==> config.mk <==
export PLATFORM = sky130hd
export DESIGN_NAME = irqstat_top
export DESIGN_NICKNAME = d
export VERILOG_FILES = /design/src/rtl/irqstat_pkg.sv /design/src/rtl/irqstat_ctrl.sv /design/src/rtl/irqstat_word.sv /design/src/rtl/irqstat_datapath.sv /design/src/rtl/irqstat_top.sv
export SDC_FILE = /design/constraint.sdc
export NUM_CORES = 1
export LEC_CHECK = 0
export BUFFER_PORTS_ARGS = -buffer_cell sky130_fd_sc_hd__buf_2
export CAP_MARGIN = 20
export CORE_MARGIN = 4
export CORE_UTILIZATION = 49
export CTS_CLUSTER_DIAMETER = 50
export CTS_CLUSTER_SIZE = 30
export DETAILED_ROUTE_END_ITERATION = 10
export MAX_ROUTING_LAYER = met4
export PLACE_DENSITY_LB_ADDON = 0.1
export SLEW_MARGIN = 20
export SYNTH_ARGS = -nofsm -noshare
export SYNTH_HDL_FRONTEND = slang
export SYNTH_SLANG_ARGS = --single-unit
==> constraint.sdc <==
create_clock -name clk -period 1.8 [get_ports clk]
set_input_delay 0.36 -clock clk [delete_from_list [all_inputs] [get_ports clk]]
set_output_delay 0.36 -clock clk [all_outputs]
set_load 0.01 [all_outputs]
==> src/rtl/irqstat_pkg.sv <==
package irqstat_pkg;

  typedef enum logic [2:0] {
    ADR_STAT0 = 3'd0,
    ADR_STAT1 = 3'd1,
    ADR_MASK0 = 3'd2,
    ADR_MASK1 = 3'd3,
    ADR_IPK   = 3'd4,
    ADR_VPK   = 3'd5,
    ADR_SIGN  = 3'd6,
    ADR_NONE  = 3'd7
  } regAddr_e;

  typedef struct packed {
    logic clr0;
    logic clr1;
    logic wrMask0;
    logic wrMask1;
    logic rdIpk;
    logic rdVpk;
    logic rdSign;
  } hostStrobe_t;

endpackage

==> src/rtl/irqstat_ctrl.sv <==
module irqstat_ctrl
  import irqstat_pkg::*;
(
  input  logic        hostWr,
  input  logic        hostRd,
  input  logic [2:0]  hostAddr,
  output hostStrobe_t stb,
  output regAddr_e    rdSel
);

  always_comb begin
    rdSel = regAddr_e'(hostAddr);
    stb   = '0;
    if (hostWr) begin
      case (rdSel)
        ADR_STAT0: stb.clr0    = 1'b1;
        ADR_STAT1: stb.clr1    = 1'b1;
        ADR_MASK0: stb.wrMask0 = 1'b1;
        ADR_MASK1: stb.wrMask1 = 1'b1;
        default:   ;
      endcase
    end
    if (hostRd) begin
      case (rdSel)
        ADR_IPK:  stb.rdIpk  = 1'b1;
        ADR_VPK:  stb.rdVpk  = 1'b1;
        ADR_SIGN: stb.rdSign = 1'b1;
        default:  ;
      endcase
    end
  end

endmodule

==> src/rtl/irqstat_word.sv <==
module irqstat_word #(
  parameter int                 DATA_W = 32,
  parameter logic [DATA_W-1:0]  LINK   = '0
) (
  input  logic              clk,
  input  logic              rst,
  input  logic [DATA_W-1:0] evt,
  input  logic              clrStb,
  input  logic [DATA_W-1:0] clrData,
  input  logic [DATA_W-1:0] rdSet,
  output logic [DATA_W-1:0] status,
  output logic [DATA_W-1:0] clrEff
);

  logic [DATA_W-1:0] rdFlag;

  // a linked bit may only be cleared once its detail has been read
  always_comb begin
    clrEff = clrStb ? (clrData & (~LINK | rdFlag)) : '0;
  end

  always_ff @(posedge clk) begin
    if (rst) begin
      status <= '0;
      rdFlag <= '0;
    end else begin
      status <= (status & ~clrEff) | evt;
      rdFlag <= ((rdFlag | rdSet) & ~evt) & LINK;
    end
  end

  AST_SET_WINS: assert property (@(posedge clk) disable iff (rst)
    (evt != '0) |=> ((status & $past(evt)) == $past(evt)));

  AST_LINK_HOLD: assert property (@(posedge clk) disable iff (rst)
    (clrStb && ((clrData & LINK & ~rdFlag & status) != '0))
    |=> ((status & $past(clrData & LINK & ~rdFlag & status))
         == $past(clrData & LINK & ~rdFlag & status)));

  AST_NO_SPURIOUS_SET: assert property (@(posedge clk) disable iff (rst)
    clrStb |=> ((status & ~$past(status) & ~$past(evt)) == '0));

endmodule

==> src/rtl/irqstat_datapath.sv <==
module irqstat_datapath
  import irqstat_pkg::*;
#(
  parameter int DATA_W    = 32,
  parameter int NPH       = 3,
  parameter int IPK_BIT   = 23,
  parameter int VPK_BIT   = 24,
  parameter int ACT_LSB   = 6,
  parameter int REACT_LSB = 10,
  parameter int SUM_ACT   = 9,
  parameter int SUM_REACT = 13,
  parameter int SUM_APP   = 18
) (
  input  logic              clk,
  input  logic              rst,
  input  logic [DATA_W-1:0] evt0,
  input  logic [DATA_W-1:0] evt1,
  input  logic [NPH-1:0]    ipkPhase,
  input  logic [NPH-1:0]    vpkPhase,
  input  hostStrobe_t       stb,
  input  regAddr_e          rdSel,
  input  logic [DATA_W-1:0] wdata,
  output logic [DATA_W-1:0] rdata,
  output logic              irqN
);

  localparam int SIGN_W = 2 * NPH + 3;

  function automatic int signPos(input int i);
    if (i < NPH)          return ACT_LSB + i;
    else if (i < 2 * NPH) return REACT_LSB + i - NPH;
    else if (i == 2 * NPH) return SUM_ACT;
    else if (i == 2 * NPH + 1) return SUM_REACT;
    else return SUM_APP;
  endfunction

  function automatic logic [DATA_W-1:0] link0Mask();
    logic [DATA_W-1:0] m;
    m = '0;
    for (int i = 0; i < SIGN_W; i++) m[signPos(i)] = 1'b1;
    return m;
  endfunction

  localparam logic [DATA_W-1:0] LINK0 = link0Mask();
  localparam logic [DATA_W-1:0] BIT_IPK = DATA_W'(1) << IPK_BIT;
  localparam logic [DATA_W-1:0] BIT_VPK = DATA_W'(1) << VPK_BIT;
  localparam logic [DATA_W-1:0] LINK1 = BIT_IPK | BIT_VPK;

  logic [DATA_W-1:0] status0, status1, clrEff0, clrEff1;
  logic [DATA_W-1:0] mask0, mask1, rdSet0, rdSet1;
  logic [NPH-1:0]    ipkDetail, vpkDetail;
  logic [SIGN_W-1:0] signDetail, signNew, signClr, signSum;

  assign rdSet0 = {DATA_W{stb.rdSign}} & LINK0;
  assign rdSet1 = ({DATA_W{stb.rdIpk}} & BIT_IPK) | ({DATA_W{stb.rdVpk}} & BIT_VPK);

  irqstat_word #(.DATA_W(DATA_W), .LINK(LINK0)) u_word0 (
    .clk(clk), .rst(rst), .evt(evt0), .clrStb(stb.clr0), .clrData(wdata),
    .rdSet(rdSet0), .status(status0), .clrEff(clrEff0)
  );

  irqstat_word #(.DATA_W(DATA_W), .LINK(LINK1)) u_word1 (
    .clk(clk), .rst(rst), .evt(evt1), .clrStb(stb.clr1), .clrData(wdata),
    .rdSet(rdSet1), .status(status1), .clrEff(clrEff1)
  );

  // masks
  always_ff @(posedge clk) begin
    if (rst) begin
      mask0 <= '0;
      mask1 <= '0;
    end else begin
      if (stb.wrMask0) mask0 <= wdata;
      if (stb.wrMask1) mask1 <= wdata;
    end
  end

  // peak detail registers
  always_ff @(posedge clk) begin
    if (rst) begin
      ipkDetail <= '0;
      vpkDetail <= '0;
    end else begin
      ipkDetail <= (ipkDetail & {NPH{~clrEff1[IPK_BIT]}})
                 | (evt1[IPK_BIT] ? ipkPhase : '0);
      vpkDetail <= (vpkDetail & {NPH{~clrEff1[VPK_BIT]}})
                 | (evt1[VPK_BIT] ? vpkPhase : '0);
    end
  end

  // sign detail: one bit per linked summary bit
  for (genvar i = 0; i < SIGN_W; i++) begin : g_sign
    localparam int P = signPos(i);
    assign signNew[i] = evt0[P];
    assign signClr[i] = clrEff0[P];
    assign signSum[i] = status0[P];
  end

  always_ff @(posedge clk) begin
    if (rst) signDetail <= '0;
    else     signDetail <= (signDetail & ~signClr) | signNew;
  end

  always_comb begin
    case (rdSel)
      ADR_STAT0: rdata = status0;
      ADR_STAT1: rdata = status1;
      ADR_MASK0: rdata = mask0;
      ADR_MASK1: rdata = mask1;
      ADR_IPK:   rdata = DATA_W'(ipkDetail);
      ADR_VPK:   rdata = DATA_W'(vpkDetail);
      ADR_SIGN:  rdata = DATA_W'(signDetail);
      default:   rdata = '0;
    endcase
  end

  assign irqN = ~|((status0 & mask0) | (status1 & mask1));

  AST_IRQ_ON_EVENT: assert property (@(posedge clk) disable iff (rst)
    ((((evt0 & mask0) | (evt1 & mask1)) != '0) && !stb.wrMask0 && !stb.wrMask1)
    |=> !irqN);

  AST_IPK_DETAIL: assert property (@(posedge clk) disable iff (rst)
    (ipkDetail != '0) |-> status1[IPK_BIT]);

  AST_VPK_DETAIL: assert property (@(posedge clk) disable iff (rst)
    (vpkDetail != '0) |-> status1[VPK_BIT]);

  AST_SIGN_DETAIL: assert property (@(posedge clk) disable iff (rst)
    ((signDetail & ~signSum) == '0));

  AST_MASK_HOLD: assert property (@(posedge clk) disable iff (rst)
    (!stb.wrMask0 && !stb.wrMask1) |=> ($stable(mask0) && $stable(mask1)));

endmodule

==> src/rtl/irqstat_top.sv <==
module irqstat_top
  import irqstat_pkg::*;
#(
  parameter int DATA_W = 32,
  parameter int NPH    = 3
) (
  input  logic              clk,
  input  logic              rst,
  input  logic [DATA_W-1:0] evt0,
  input  logic [DATA_W-1:0] evt1,
  input  logic [NPH-1:0]    ipkPhase,
  input  logic [NPH-1:0]    vpkPhase,
  input  logic [2:0]        hostAddr,
  input  logic              hostWr,
  input  logic              hostRd,
  input  logic [DATA_W-1:0] hostWdata,
  output logic [DATA_W-1:0] hostRdata,
  output logic              irqN
);

  hostStrobe_t stb;
  regAddr_e    rdSel;

  irqstat_ctrl u_ctrl (
    .hostWr(hostWr), .hostRd(hostRd), .hostAddr(hostAddr),
    .stb(stb), .rdSel(rdSel)
  );

  irqstat_datapath #(.DATA_W(DATA_W), .NPH(NPH)) u_dp (
    .clk(clk), .rst(rst), .evt0(evt0), .evt1(evt1),
    .ipkPhase(ipkPhase), .vpkPhase(vpkPhase),
    .stb(stb), .rdSel(rdSel), .wdata(hostWdata),
    .rdata(hostRdata), .irqN(irqN)
  );

endmodule

==> results.md, run 1 <==
* Status: finished, violations left
* Violated checks: negative setup slack
* CP endpoint kind: primary output
* Synth area leader: dfxtp_1
* CP Max Fanout at 2
* Max-cap violations at 0
* Die width at 122 µm
* Area growth syn-to-layout at 51.6%
* First drt pass iteration count at 6
* Critical Path RT at 1.44 ns
* Slew headroom at 0.702
* Class of the worst hold path: input port to register
* CP Class: register to primary output
* HPWL Detailed at 17.8 mm
* Vias/cell at 5.94
* Core Region at 12700 µm²
* Inserted Diodes at 0
* Row count at 41
* Final Hold Fails at 0
* Height of the die at 122 µm
* Fin Clk Skew at 0.00645 ns
* Sequential area share after synthesis at 0.481
* Worst skew pair latency at 0.42 ns
* Final #Nets at 1188
* Startpoint Class: register
* CTS root buffer: clkbuf_16
* Synth area leaders: dfxtp_1, a21oi_1, nand2_1
* First-pass GRT wire length at 39.1 mm
* Worst Path Arrival at 2.04 ns
* H-tree lvl count at 4
* Fmax at 416 MHz
* Synth top area share at 0.481
* RSZ-0062 raised after global routing: true
* Worst hold slack at 0.128 ns
* Fin util at 0.764
* Share of cells above drive strength 1 at 0.391
* Hold Buf Count CTS at 0
* Initial antenna violation count at 0
* Tmin final at 2.40 ns
* Initial Util at 0.504
* Slew of the pin with the lowest slew margin at 0.447 ns
* Final critical-path share of the clock period at 1.34
* GR Util All Layers at 0.353
* Setup ws final at -0.603 ns
* Largest net degree at the start of global routing at 53
* Clock sinks at 154
* Cells after Synth at 800
* Power per cell area at 876 nW/µm²
* GPL Wtd Cong at 0.976
* Reg clk slew, reported paths at 0.06 ns
* Netlist cell types at 29
* Yosys reg bits at 154
* Max clock buf depth at 2
* Routed wire length at 26.0 mm
* DRT antenna net count at 0
* Vias in the first global route at 7306
* Initial DRC count at 724
* IO Count at 142
* Port Buffers at 141
* Synthesized area at 6410 µm²
* Peak VDD IR at 0.765 mV
* Syn avg cell area at 8.01 µm²
* Setup Viol. Count Final at 26
* Routed via count at 7509
* Multi-input gate area in the final layout at 3260 µm²
* Sequential cell area at 3150 µm²
* Fillers at 978
* DR DRC count at 0
* Yosys warns at 0
* Drt wl/cell at 20.6 µm
* Leakage at 4.17 nW
* GR Overflow Total at 0
* Die area at 15000 µm²
* CTS tree: built
* Net count after synthesis at 909
* Num CTS Buffers at 17
* Final Slew Violations at 0
==> metrics by stage <==
| step | instance area (µm²) | instances | worst slack [ns] | total power, mW | setup TNS (ns) |
|---|---|---|---|---|---|
| floorplan | 6430 | 800 | 0.0110 | 4.16 | 0 |
| global placement | 8490 | 1216 | -0.242 | 4.79 | -8.27 |
| detailed placement | 8490 | 1216 | -0.273 | 4.81 | -10.07 |
| CTS | 9530 | 1259 | -0.538 | 8.45 | -2.87 |
| global route | 9720 | 1264 | -0.656 | 8.78 | -3.72 |
| finish | 9720 | 1264 | -0.603 | 8.52 | -2.68 |
==> layout by cell type (no fill, tap or decap), types with 6 or more instances in the layout <==
cell	count
dfxtp_2	44
dfxtp_1	107
a22o_1	45
a21oi_1	143
nand2_1	189
nor2_1	95
a221oi_2	9
nand3_1	12
a22oi_2	6
o21ai_1	6
buf_4	116
mux2i_1	6
nor3_1	11
a221o_1	23
buf_6	43
clkbuf_16	19
a22oi_1	6
a221oi_1	7
buf_2	135
buf_12	18
==> worst max-delay path, stage by stage, from the launching register on <==
cell and delay (ns):
dfxtp_2 0.32, a22o_1 0.25, a221oi_2 0.28, nand4_1 0.19, nor4_2 0.32, buf_4 0.15
buf_4 0.11
==> worst paths after layout <==
check,startpoint,cells past startpoint,endpoint,slack (ns)
min reg2reg,u_dp.mask1[15]$_SDFFE_PP0P_,2,u_dp.mask1[15]$_SDFFE_PP0P_,0.48
min,evt0[8],2,u_dp.u_word0.rdFlag[8]$_SDFF_PP0_,0.13
max,u_dp.u_word0.status[15]$_SDFF_PP0_,6,irqN,-0.60
max reg2reg,u_dp.u_word1.rdFlag[23]$_SDFF_PP0_,3,u_dp.ipkDetail[0]$_SDFF_PP0_,0.79
==> flip-flops by register name, indices dropped and copies added, names as in the netlist <==
register / flops
u_dp.vpkDetail: 3
u_dp.signDetail: 9
u_dp.mask0: 32
u_dp.mask1: 32
u_dp.u_word0.status: 32
u_dp.ipkDetail: 3
u_dp.u_word1.rdFlag: 2
u_dp.u_word1.status: 32
u_dp.u_word0.rdFlag: 9
==> final cells by class <==
type,count,area share
Clock inverter,13,0.0148
Tap cell,172,0.0221
Timing Repair Buffer,317,0.257
Sequential cell,154,0.324
Multi-Input combinational cell,589,0.335
Clock buffer,19,0.0466
==> cell families (layout without fill, tap and decap cells) <==
family / after synthesis / after routing / synth area share
AOI/OAI and AO/OA: 252 / 252 / 0.257
buffers and inverters: 57 / 349 / 0.0381
DFF: 154 / 154 / 0.481
muxes: 11 / 11 / 0.0181
and+or+nand+nor: 326 / 326 / 0.206
==> cell usage after synthesis <==
| master | instances |
|---|---|
| clkbuf_1 | 27 |
| buf_1 | 6 |
| a22oi_1 | 12 |
| nor4_1 | 1 |
| and2_1 | 2 |
| nor2b_1 | 6 |
| o21ai_0 | 6 |
| mux2_2 | 5 |
| a221o_1 | 23 |
| a31oi_1 | 1 |
| and3_1 | 1 |
| nand4_1 | 4 |
| nor3b_2 | 1 |
| dfxtp_1 | 154 |
| nor2_1 | 95 |
| and3b_1 | 1 |
| nor4bb_1 | 1 |
| a22o_1 | 45 |
| a21o_1 | 2 |
| nor4b_2 | 1 |
| a21oi_1 | 144 |
| o22ai_1 | 2 |
| mux2i_1 | 6 |
| nand2_1 | 189 |
| nor3_1 | 12 |
| buf_2 | 24 |
| a221oi_1 | 16 |
| a32oi_1 | 1 |
| nand3_1 | 12 |
==> what timing repair did <==
item                                    4_1_cts  5_1_grt
pin swaps                                    12       30
gates cloned                                  3        3
setup buffers                                 8        7
gates resized for setup                      91       56
endpoints found under the setup margin       33       33
==> power by group <==
part	internal [mW]	switching (mW)	leakage (nW)
sequential	3.58	0.148	1.28
combinational	0.617	0.587	2.61
clock	2.12	1.46	0.282
total	6.32	2.20	4.17
==> routing by layer <==
metal | up-vias | GRT usage | wire length (µm)
li1 | 3394 | - | -
met1 | 3558 | 0.424 | 9920
met5 | - | - | 0
met2 | 455 | 0.574 | 12500
met3 | 102 | 0.0779 | 2460
met4 | 0 | 0.152 | 1110
Note: power is estimated with default switching activity, not from simulation.
==> run 2: changes to the inputs <==
--- a/config.mk
+++ b/config.mk
@@ -14,6 +14,7 @@
 export DETAILED_ROUTE_END_ITERATION = 10
 export MAX_ROUTING_LAYER = met4
 export PLACE_DENSITY_LB_ADDON = 0.1
+export SKIP_LAST_GASP = 1
 export SLEW_MARGIN = 20
 export SYNTH_ARGS = -nofsm -noshare
 export SYNTH_HDL_FRONTEND = slang
==> run 2 against run 1 <==
Against the previous run:
- the run still ends with negative setup slack left
- worst hold slack worse by 0.00086 ns
- count of clock-buffer cells in the layout unchanged
- sequential power about the same
- worst setup slack worse by 0.047 ns
- highest routed layer unchanged
==> results.md, run 2 (synthesis gave the netlist of run 1 again) <==
* GR Util All Layers at 0.352
* Area growth syn-to-layout at 51.0%
* Startpoint Class: register
* FF-to-FF End: u_dp.ipkDetail[0]$_SDFF_PP0_
* Most Crowded Layer GR: met2
* Power per cell area at 878 nW/µm²
* HPWL Detailed at 17.8 mm
* Crit-path leading delay family: compound AO/OA/AOI/OAI gates
* Vias in the first global route at 7281
* RSZ-0062 raised after global routing: true
* Slowest cell on crit path: a221oi_1
* Max clock buf depth at 2
* Met3 global-route usage at 0.0724
* Row count at 41
* Die width at 122 µm
* GPL Wtd Cong at 0.976
* Worst Path Arrival at 2.09 ns
* Routed via count at 7420
* Initial DRC count at 749
* Critical Path RT at 1.44 ns
* H-tree lvl count at 4
* Most frequent cells in the layout: nand2_1, a21oi_1, buf_2
* Leakage at 4.16 nW
* First drt pass iteration count at 7
* Reg clk slew, reported paths at 0.06 ns
* Setup crit end: irqN
* Slew headroom at 0.694
* Status: finished, violations left
* CP endpoint kind: primary output
* Setup WS pre-CTS at -0.273 ns
* Crit-path max cell delay at 0.37 ns
* Num CTS Buffers at 17
* Routed wire length at 26.0 mm
* CP Class: register to primary output
* Crit path cell chain: a22o_1 > a221oi_1 > nand4_1 > nor4_2 > buf_4 > buf_2
* Violated checks: negative setup slack
* Final #Nets at 1189
* Core Region at 12700 µm²
* CTS tree: built
* Final Hold Fails at 0
* Critical path depth in cells at 6
* Class of the worst hold path: input port to register
* Initial Util at 0.504
* Peak VDD IR at 0.760 mV
* Port Buffers at 141
* Slew of the pin with the lowest slew margin at 0.459 ns
* Max-cap violations at 0
* Fillers at 974
* DRT antenna net count at 0
* Grt met1 use at 0.430
* Drt wl/cell at 20.6 µm
* Inserted Diodes at 0
* Fin Clk Skew at 0.00597 ns
* Initial antenna violation count at 0
* Clock sinks at 154
* Worst skew pair latency at 0.42 ns
* Tot Pwr at 8.50 mW
* Fin util at 0.761
* CP Max Fanout at 2
* IO Count at 142
* Setup Viol. Count Final at 28
* Largest net degree at the start of global routing at 53
* Vias/cell at 5.87
* DR DRC count at 0
* Critical Path Source: u_dp.u_word0.status[20]$_SDFF_PP0_
* Final critical-path share of the clock period at 1.36
* CTS root buffer: clkbuf_16
* Setup ws final at -0.650 ns
* GR Overflow Total at 0
* Share of cells above drive strength 1 at 0.388
* Met2 usage at 0.568
* Reg2reg start: u_dp.u_word1.rdFlag[23]$_SDFF_PP0_
* Tmin final at 2.45 ns
* R2R setup slack at 0.78 ns
* Buf/Inv on CP at 2
* Fmax at 408 MHz
* Height of the die at 122 µm
* Final Slew Violations at 0
* Die area at 15000 µm²
* R2R cell count at 3
* Commonest non-fill, non-tap cell in the layout: nand2_1
* First-pass GRT wire length at 39.0 mm
run 2: changes by cell type in the layout (fill, tap and decap cells not counted), sizes merged:
cell	change
buf	+1
run 2: how the worst min path moves through the flow:
stage,from,endpoint,slack (ns),cells after the start
floorplan,evt0[10],u_dp.u_word0.rdFlag[10]$_SDFF_PP0_,0.44,1
global placement,u_dp.mask0[27]$_SDFFE_PP0P_,u_dp.mask0[27]$_SDFFE_PP0P_,0.46,2
detailed placement,u_dp.mask1[15]$_SDFFE_PP0P_,u_dp.mask1[15]$_SDFFE_PP0P_,0.47,2
CTS,evt0[8],u_dp.u_word0.rdFlag[8]$_SDFF_PP0_,0.12,2
global route,evt0[9],u_dp.u_word0.rdFlag[9]$_SDFF_PP0_,0.13,2
finish,evt0[8],u_dp.u_word0.rdFlag[8]$_SDFF_PP0_,0.13,2
run 2: area by class of cell:
| cell class | count | area (µm²) | area share |
|---|---|---|---|
| clock buffers | 19 | 453 | 0.0468 |
| clock inverters | 13 | 144 | 0.0149 |
| multi-input cells | 589 | 3250 | 0.336 |
| flip-flops and latches | 154 | 3140 | 0.325 |
| well taps | 172 | 215 | 0.0222 |
| repair buffers | 318 | 2480 | 0.256 |
run 2: per-stage QoR:
stage	instances	TNS [ns]	hold WS, ns	area [µm²]
floorplan	800	0	0.439	6430
global placement	1216	-8.27	0.459	8490
detailed placement	1216	-10.07	0.472	8490
CTS	1259	-3.15	0.118	9460
global route	1265	-4.06	0.127	9680
finish	1265	-3.13	0.127	9680
run 2: per-layer routing:
layer / vias up / wire (µm) / share of wire
li1: 3393 / - / -
met1: 3528 / 10200 / 0.39
met2: 410 / 12500 / 0.48
met3: 89 / 2280 / 0.087
met4: 0 / 1050 / 0.040
met5: - / 0 / 0
run 2: power by group:
group	switching [mW]	total (mW)	internal (mW)
Clock	1.46	3.58	2.12
Sequential	0.144	3.72	3.58
Combinational	0.590	1.20	0.610
run 2: timing repair:
action                     in CTS  in global routing
setup endpoints to repair      33                 33
pin swaps                      11                 29
cloned                          3                  3
resized for setup              68                 65
setup buffers                   8                  6
hold buffers                    0                  0
